### src/rtl/bpar_pkg.sv
package bpar_pkg;

    // How the shared lane tree is being used in the current cycle
    typedef enum logic [1:0] {
        TREE_CHECK_BUS = 2'd0,
        TREE_GEN_STORE = 2'd1,
        TREE_GEN_MAIL  = 2'd2
    } tree_use_e;

endpackage

### src/rtl/bpar_lane_tree.sv
module bpar_lane_tree #(
    parameter int LANES  = 4,
    parameter int LANE_W = 9,
    localparam int WORD_W = LANES * LANE_W,
    localparam int DATA_W = LANE_W - 1
) (
    input  logic [WORD_W-1:0] word,
    input  logic              odd_sel,
    output logic [LANES-1:0]  lane_bad,
    output logic [LANES-1:0]  lane_gen
);

    for (genvar g = 0; g < LANES; g++) begin : g_lane
        logic [DATA_W-1:0] data_bits;
        logic              par_bit;
        logic              data_xor;

        assign data_bits   = word[g*LANE_W +: DATA_W];
        assign par_bit     = word[g*LANE_W + DATA_W];
        assign data_xor    = ^data_bits;
        // parity bit that makes the lane meet the selected type
        assign lane_gen[g] = data_xor ^ odd_sel;
        // lane fails when its full xor differs from the selected type
        assign lane_bad[g] = (data_xor ^ par_bit) != odd_sel;
    end

endmodule

### src/rtl/bpar_ctrl.sv
module bpar_ctrl
    import bpar_pkg::*;
(
    input  logic      port_wr,
    input  logic      mbox_sel,
    input  logic      gen_en,
    output tree_use_e tree_use
);

    always_comb begin
        if (port_wr || !gen_en) begin
            tree_use = TREE_CHECK_BUS;
        end else if (mbox_sel) begin
            tree_use = TREE_GEN_MAIL;
        end else begin
            tree_use = TREE_GEN_STORE;
        end
    end

endmodule

### src/rtl/bpar_port.sv
module bpar_port
    import bpar_pkg::*;
#(
    parameter int LANES  = 4,
    parameter int LANE_W = 9,
    localparam int WORD_W = LANES * LANE_W,
    localparam int DATA_W = LANE_W - 1
) (
    input  logic              clk,
    input  logic              rst_n,
    input  logic              odd_sel,
    input  logic              port_wr,
    input  logic              mbox_sel,
    input  logic              gen_en,
    input  logic [WORD_W-1:0] bus_in,
    input  logic [WORD_W-1:0] rd_data_in,
    output logic [WORD_W-1:0] rd_data_out,
    output logic              perr_n,
    output logic              perr_n_q
);

    tree_use_e         tree_use;
    logic [WORD_W-1:0] tree_src;
    logic [LANES-1:0]  shared_bad;
    logic [LANES-1:0]  shared_gen;
    logic [LANES-1:0]  store_gen;
    logic [LANES-1:0]  gen_bits;
    logic              gen_on;
    logic              perr_comb;

    bpar_ctrl u_ctrl (
        .port_wr  (port_wr),
        .mbox_sel (mbox_sel),
        .gen_en   (gen_en),
        .tree_use (tree_use)
    );

    // the shared tree is lent to the mail word during a generating mail read
    assign tree_src = (tree_use == TREE_GEN_MAIL) ? rd_data_in : bus_in;

    bpar_lane_tree #(
        .LANES  (LANES),
        .LANE_W (LANE_W)
    ) u_shared (
        .word     (tree_src),
        .odd_sel  (odd_sel),
        .lane_bad (shared_bad),
        .lane_gen (shared_gen)
    );

    // dedicated generator for storage reads
    for (genvar s = 0; s < LANES; s++) begin : g_store
        assign store_gen[s] = (^rd_data_in[s*LANE_W +: DATA_W]) ^ odd_sel;
    end

    // output process
    always_comb begin
        unique case (tree_use)
            TREE_CHECK_BUS: begin
                perr_comb = ~|shared_bad;
                gen_bits  = store_gen;
                gen_on    = 1'b0;
            end
            TREE_GEN_STORE: begin
                perr_comb = ~|shared_bad;
                gen_bits  = store_gen;
                gen_on    = 1'b1;
            end
            TREE_GEN_MAIL: begin
                perr_comb = 1'b1;
                gen_bits  = shared_gen;
                gen_on    = 1'b1;
            end
            default: begin
                perr_comb = ~|shared_bad;
                gen_bits  = store_gen;
                gen_on    = 1'b0;
            end
        endcase
    end

    for (genvar o = 0; o < LANES; o++) begin : g_out
        assign rd_data_out[o*LANE_W +: DATA_W] = rd_data_in[o*LANE_W +: DATA_W];
        assign rd_data_out[o*LANE_W + DATA_W]  =
            gen_on ? gen_bits[o] : rd_data_in[o*LANE_W + DATA_W];
    end

    assign perr_n = perr_comb;

    // register process
    always_ff @(posedge clk or negedge rst_n) begin
        if (!rst_n) begin
            perr_n_q <= 1'b1;
        end else begin
            perr_n_q <= perr_comb;
        end
    end

endmodule

### config.mk
export PLATFORM = sky130hd
export DESIGN_NAME = bpar_port
export DESIGN_NICKNAME = d
export VERILOG_FILES = /design/src/rtl/bpar_pkg.sv /design/src/rtl/bpar_lane_tree.sv /design/src/rtl/bpar_ctrl.sv /design/src/rtl/bpar_port.sv
export SDC_FILE = /design/constraint.sdc
export NUM_CORES = 1
export LEC_CHECK = 0
export BUFFER_PORTS_ARGS = -buffer_cell sky130_fd_sc_hd__buf_2
export CAP_MARGIN = 20
export CORE_UTILIZATION = 34
export CTS_CLUSTER_SIZE = 40
export DETAILED_ROUTE_END_ITERATION = 7
export PLACE_DENSITY = 0.81
export SYNTH_ARGS = -nofsm -noshare
export SYNTH_HDL_FRONTEND = slang
export SYNTH_SLANG_ARGS = --single-unit
export TNS_END_PERCENT = 50
### constraint.sdc
create_clock -name clk -period 2.4 [get_ports clk]
set_input_delay 0.24 -clock clk [delete_from_list [all_inputs] [get_ports clk]]
set_output_delay 0.24 -clock clk [all_outputs]
set_load 0.02 [all_outputs]
; ---- Yosys cells after proc, flatten, opt, wreduce, memory -nomap -nowiden
; Cells that the tools add are included.
[word_totals]
in_bits = 78
output_inout_bits = 38
register_bits = 1
elab_cells = 42
[classes]
n_mux = 10
n_reduce_logical = 13
n_bitwise = 12
eq_ne = 6
[ops]
columns = cell, count
row1 = 8-bit parity, 8
row2 = 36-bit 2-to-1 mux, 1
row3 = 1-bit bitwise XOR, 12
row4 = 1-bit 2-to-1 mux, 6
row5 = 2-bit 2-to-1 mux, 2
row6 = 4-bit 2-to-1 mux, 1
row7 = 1-bit != test, 4
row8 = 4-bit OR reduction, 1
row9 = "2-bit by 1-bit == test with 1-bit output, second input constant", 1
row10 = "2-bit == test, second input constant", 1
row11 = 1-bit zero test, 2
row12 = 2-bit OR reduction, 1
row13 = 1-bit logical OR, 1

; ---- Longest topological paths before layout
; Gate-level depths: netlist of run 1.
[logic_depth]
word_depth = 11
mapped_depth = 6
mapped_depth_nobuf = 6

; ---- By module
; A second synthesis of run 1 with hierarchy kept.
[unflattened]
cells_unflattened = 158
area_unflattened_um2 = 1571.5
[by_module_without_submodules]
columns = mod, area_per_inst_um2, cells_each, seq_area_each_um2, instances
row1 = bpar_port, 1154.9, 124, 26.3, 1
row2 = bpar_lane_tree, 395.4, 32, 0.0, 1
row3 = bpar_ctrl, 21.3, 2, 0.0, 1

; ---- Least setup slack after synthesis of run 1
; No wires, ideal clock.
[synth_path]
path_kind = input to output
from = input bus_in[22]
to = output perr_n
t_required_ns = 2.160
path_buffers = 0
t_arrival_ns = 1.771
setup_slack_ns = 0.389
path_stages = 6
cell_sequence = xor2_1 xnor3_1 xnor2_1 mux2i_1 or4b_1 o211ai_1
[synth_via]
elab_chain_cells = 7
[synth_rtl]
columns = item, line
row1 = start: declaration, bpar_port.sv:15  ; input logic [WORD_W-1:0] bus_in,
row2 = 36-bit 2-to-1 mux, bpar_port.sv:39  ; assign tree_src = (tree_use == TREE_GEN_MAIL) ? rd_data_in : bus_in;
row3 = 8-bit parity, bpar_lane_tree.sv:20  ; assign data_xor = ^data_bits;
row4 = 1-bit bitwise XOR, bpar_lane_tree.sv:24  ; assign lane_bad[g] = (data_xor ^ par_bit) != odd_sel;
row5 = 1-bit != test, bpar_lane_tree.sv:24
row6 = 4-bit OR reduction, "bpar_port.sv:60, bpar_port.sv:65, bpar_port.sv:75"
row7 = 1-bit zero test, "bpar_port.sv:60, bpar_port.sv:65, bpar_port.sv:75"
row8 = 1-bit 2-to-1 mux, -
row9 = end: declaration, bpar_port.sv:18  ; output logic perr_n,
; Every way passes these cells.

; ---- Final worst setup path of run 1
[layout_path]
from = input bus_in[21]
to = output perr_n
; The elaborated chain is that of the path after synthesis.

==> impl_metrics.toml, run 1 <==
[status]
status = "finished with violations"
violations = "DRC"

[placement]
dpl.hpwl_mm = 2.084
port_buffers = 115
place.gp.congestion = 0.6554

[timing]
slew_violations = 0
fmax_ghz = 0.4421
fin_crit_ps = 2262
setup_viol = 0
hold_violations = 0
worst_pin_slew_ps = 293.5
finalCritPeriodShare_pct = 94.24
grt_setup_unrepaired = "false"
fin_tns_setup_ps = 0
slew_headroom_pct = 80.29

[floorplan]
die_h_um = 57.07
fp.coreArea_sq_um = 2805
start_util_pct = 36.75
dieArea_sq_um = 3256
boundaryPins = 116
dieWidth_um = 57.07
row_count = 19

[power_and_ir_drop]
p_leak_uw = 0.0007768
p_per_area_nw_per_um2 = 365.0
power.total_uw = 511.5
vdd_ir_drop_max_mv = 0.1839

[final_layout]
antenna_cells = 0
area_delta_synth_final_pct = 35.92
final_common_cell = "buf_2"
top_register = "perr_n_q"
fin_nets = 277
n_fill_cell = 286
layout_common_cells = "buf_2 (115), xnor2_1 (45), xor2_1 (11)"
reg_top3 = "perr_n_q x1"
drive_gt1_share_pct = 59.39
largest_register_ffs = 1

[global_routing]
grt_remaining_overflow = 0
grt_max_degree = 9
grt_pass1_wl_mm = 3.139
antenna_found_initial = 0
track_usage_pct = 11.59
grt_pass1_vias = 801

[detailed_routing]
wire_per_inst_um = 9.632
vias = 992
antenna_left = 0
dr.pass1.iters = 5
viasPerCell = 4.351
drt-total-wl_mm = 2.196
route.detailed.drc = 16
drtIter0Drc = 29

[critical_path]
crit_type = "in2out"
start_kind = "input pin"
worstSetupEndpointType = "primary output"
crit_fanout = 2
cp.arrival_ps = 2020
worstPathRequired_ps = 2160

[logic_synthesis]
ys_seq_elements = 1
netlist_instances = 115
synth_area_per_cell_sq_um = 8.965
netlist_area_sq_um = 1031
synth_area_leaders = "xnor2_1 (38%), buf_4 (23%), xnor3_1 (15%)"
yosysUniqueCellTypes = 15
synth_warnings = 0
synth_top_area_share_pct = 38.23
yosysTopAreaCell = "xnor2_1"
ys_seq_area_share_pct = 2.549
syn_nets = 193

[clocking]
clkTransAtPathRegs_ps = 0
postCtsHoldBufs = 0
post_cts.repair.setup_buffers = 0
cts_resized = 0

[worst_hold_path]
hp-class = "in2async"

[run]
max_cap_viol_count = 0
==> critical path, stage by stage <==
cell and delay (ps):
buf_2 100, xor2_1 140, xnor3_1 420, xnor2_1 170
mux2i_1 110, or4b_1 520, o211ai_1 120, buf_2 200
==> area by class of cell <==
type | instances | area, sq um | share of cell area (%)
flip-flops and latches | 1 | 26.28 | 1.875
well taps | 31 | 38.79 | 2.768
multi-input cells | 81 | 760.7 | 54.29
repair buffers | 115 | 575.6 | 41.07
==> path summary, 6_finish.rpt <==
path                            end       start
min in group clk           perr_n_q     odd_sel
min                        perr_n_q       rst_n
max in group asynchronous  perr_n_q       rst_n
max                          perr_n  bus_in[21]
==> logic make-up after synthesis <==
kind of cell	share of synthesized area, %
AOI/OAI and AO/OA	2.670
xor gates and xnor gates	62.86
buffers and inverters	23.66
DFF	2.549
muxes	2.913
and+or+nand+nor	5.340
==> stage by stage <==
stage	setup slack, ps	cell area (sq um)	cells	util (%)	hold WS, ps
2_1_floorplan	389.2	1031	115	-	92.16
3_5_place_dp	116.5	1401	228	49.96	175.1
6_report	138.3	1401	228	49.96	172.6
3_3_place_gp	152.2	1401	228	49.96	173.5
4_1_cts	116.5	1401	228	49.96	175.5
5_1_grt	5.449	1401	228	49.96	174.0
==> power breakdown <==
group	switching [uW]	internal [uW]
clock	0	0
combinational	227	260
sequential	0.652	23.9
total	227	284
==> Yosys cell counts <==
library cell	instances
xnor3_1	7
nand3_1	1
xnor2_1	45
xor2_1	11
dfstp_2	1
mux2i_1	3
o211ai_1	1
nor2_1	1
nand2b_1	1
nand3b_2	1
o21ai_0	4
clkbuf_1	1
buf_4	32
nand2_1	5
or4b_1	1
==> routing by layer <==
layer  wire [um]  up-vias  track usage, %
met3         185        0               0
met4           0        0               0
li1            -      498               -
met1         745      435           11.40
met2        1265       59           27.23
met5           0        -               0
Power figures use the tool's default switching activity.
==> inputs of run 2 (changes only) <==
==> constraint.sdc (replaced) <==
create_clock -name clk -period 2.4 [get_ports clk]
set_input_delay 0.24 -clock clk [delete_from_list [all_inputs] [get_ports clk]]
set_output_delay 0.24 -clock clk [all_outputs]
set_load 0.05 [all_outputs]
==> run 2 against run 1 <==
Net effect: the run still ends with DRC left; critical endpoint unchanged; critical path type unchanged; global-route usage grew 0.095 points; sequential share of layout area about the same; final cell count is 0.44% higher.
==> impl_metrics.toml, run 2 (same netlist as run 1, synthesis figures left out) <==
[timing]
fin_tns_setup_ps = 0
grt_setup_unrepaired = "false"
setup_viol = 0
holdWs_ps = 173.2
fin_crit_ps = 2305
slew_violations = 0
worst_pin_slew_ps = 288.9
finalCritPeriodShare_pct = 96.05
fmax_ghz = 0.4338
slew_headroom_pct = 80.60
hold_violations = 0

[global_routing]
grt_pass1_vias = 798
antenna_found_initial = 0
grt_max_degree = 9
grt_pass1_wl_mm = 3.153
grt_remaining_overflow = 0
track_usage_pct = 11.69

[final_layout]
largest_register_ffs = 1
final_util_pct = 50.31
final_common_cell = "buf_2"
antenna_cells = 0
area_delta_synth_final_pct = 36.89
top_register = "perr_n_q"
reg_top3 = "perr_n_q x1"
fin_nets = 278
drive_gt1_share_pct = 59.60
layout_common_cells = "buf_2 (114), xnor2_1 (45), xor2_1 (11)"

[clocking]
postCtsHoldBufs = 0
post_cts.repair.setup_buffers = 0
clkTransAtPathRegs_ps = 0

[power_and_ir_drop]
p_int_uw = 290.7
power.total_uw = 624.2
p_per_area_nw_per_um2 = 442.3
clkPwrFrac_pct = 0
p_switching_uw = 333.5
p_leak_uw = 0.0007818
seq_power_share_pct = 4.0
p_comb_share_pct = 96.0
p_sw_share_pct = 53.42
vdd_ir_drop_max_mv = 0.1958

[detailed_routing]
dr.pass1.iters = 5
wire_per_inst_um = 9.297
antenna_left = 0
route.detailed.drc = 16
drt-total-wl_mm = 2.129
drtIter0Drc = 30
vias = 995
viasPerCell = 4.345

[critical_path]
critical-path-top-cell-by-count = "xnor2_1"
path_cells = "buf_2, xnor2_1, xnor3_1, xnor2_1, mux2i_1, or4b_1, o211ai_1, buf_4"
cp.arrival_ps = 2070
cpMaxStageDelayCell = "or4b_1"
worstPathRequired_ps = 2160
crit_type = "in2out"
slowest_delay_ps = 520
worstSetupEndpointType = "primary output"
crit_fanout = 2
start_kind = "input pin"

[floorplan]
dieWidth_um = 57.07
dieArea_sq_um = 3256
die_h_um = 57.07
fp.coreArea_sq_um = 2805
boundaryPins = 116
start_util_pct = 36.75
row_count = 19

[placement]
port_buffers = 115
place.gp.congestion = 0.6544

[status]
status = "finished with violations"
violations = "DRC"

[run]
max_cap_viol_count = 0

[worst_hold_path]
hp-class = "in2async"
[run 2: worst paths after layout]
check,from,end,slack [ps],cells after the start
hold / removal,rst_n,perr_n_q,170,1
setup / recovery,bus_in[25],perr_n,90,8
min in group clk,odd_sel,perr_n_q,600,3
max in group asynchronous,rst_n,perr_n_q,2210,1
[run 2: through the flow]
stage	std cells	setup slack [ps]	instance area [sq um]
finish	229	94.83	1411
global route	229	13.16	1411
CTS	229	20.65	1409
detailed placement	229	22.27	1409
global placement	229	51.46	1409
floorplan	115	126.8	1031
[run 2: worst max-delay path, delay by kind of cell]
kind	cells	cell delay (ps)
AOI/OAI and AO/OA	1	130
xor gates and xnor gates	3	720
buffers and inverters	2	340
muxes	1	110
and+or+nand+nor	1	520
[run 2: timing repair]
| item | CTS | global route |
|---|---|---|
| endpoints found under the setup margin | 0 | 1 |
| gates resized for setup | 0 | 2 |
| endpoints found under the hold margin | 0 | 0 |
[run 2: layout make-up]
cell class,count,area [sq um]
multi-input combinational,81,760.7
sequential,1,26.28
tap,31,38.79
fill,285,1394
timing repair buffer,116,585.6
[run 2: power groups by stage]
stage	logic (uW)	clock network [uW]	registers [uW]
final	599	0	25.2
after global placement	596	0	24.7
after detailed placement	603	0	25.3
after global routing	643	0	25.9
after CTS	604	0	25.3
after floorplan	473	0	41.1
[run 2: layer usage]
layer | up-vias | routed length, um | GRT usage [%]
met5 | - | 0 | 0
met4 | 0 | 0 | 1.394
met3 | 0 | 186 | 0.4535
met2 | 59 | 1218 | 25.21
met1 | 435 | 724 | 12.52
li1 | 501 | - | -
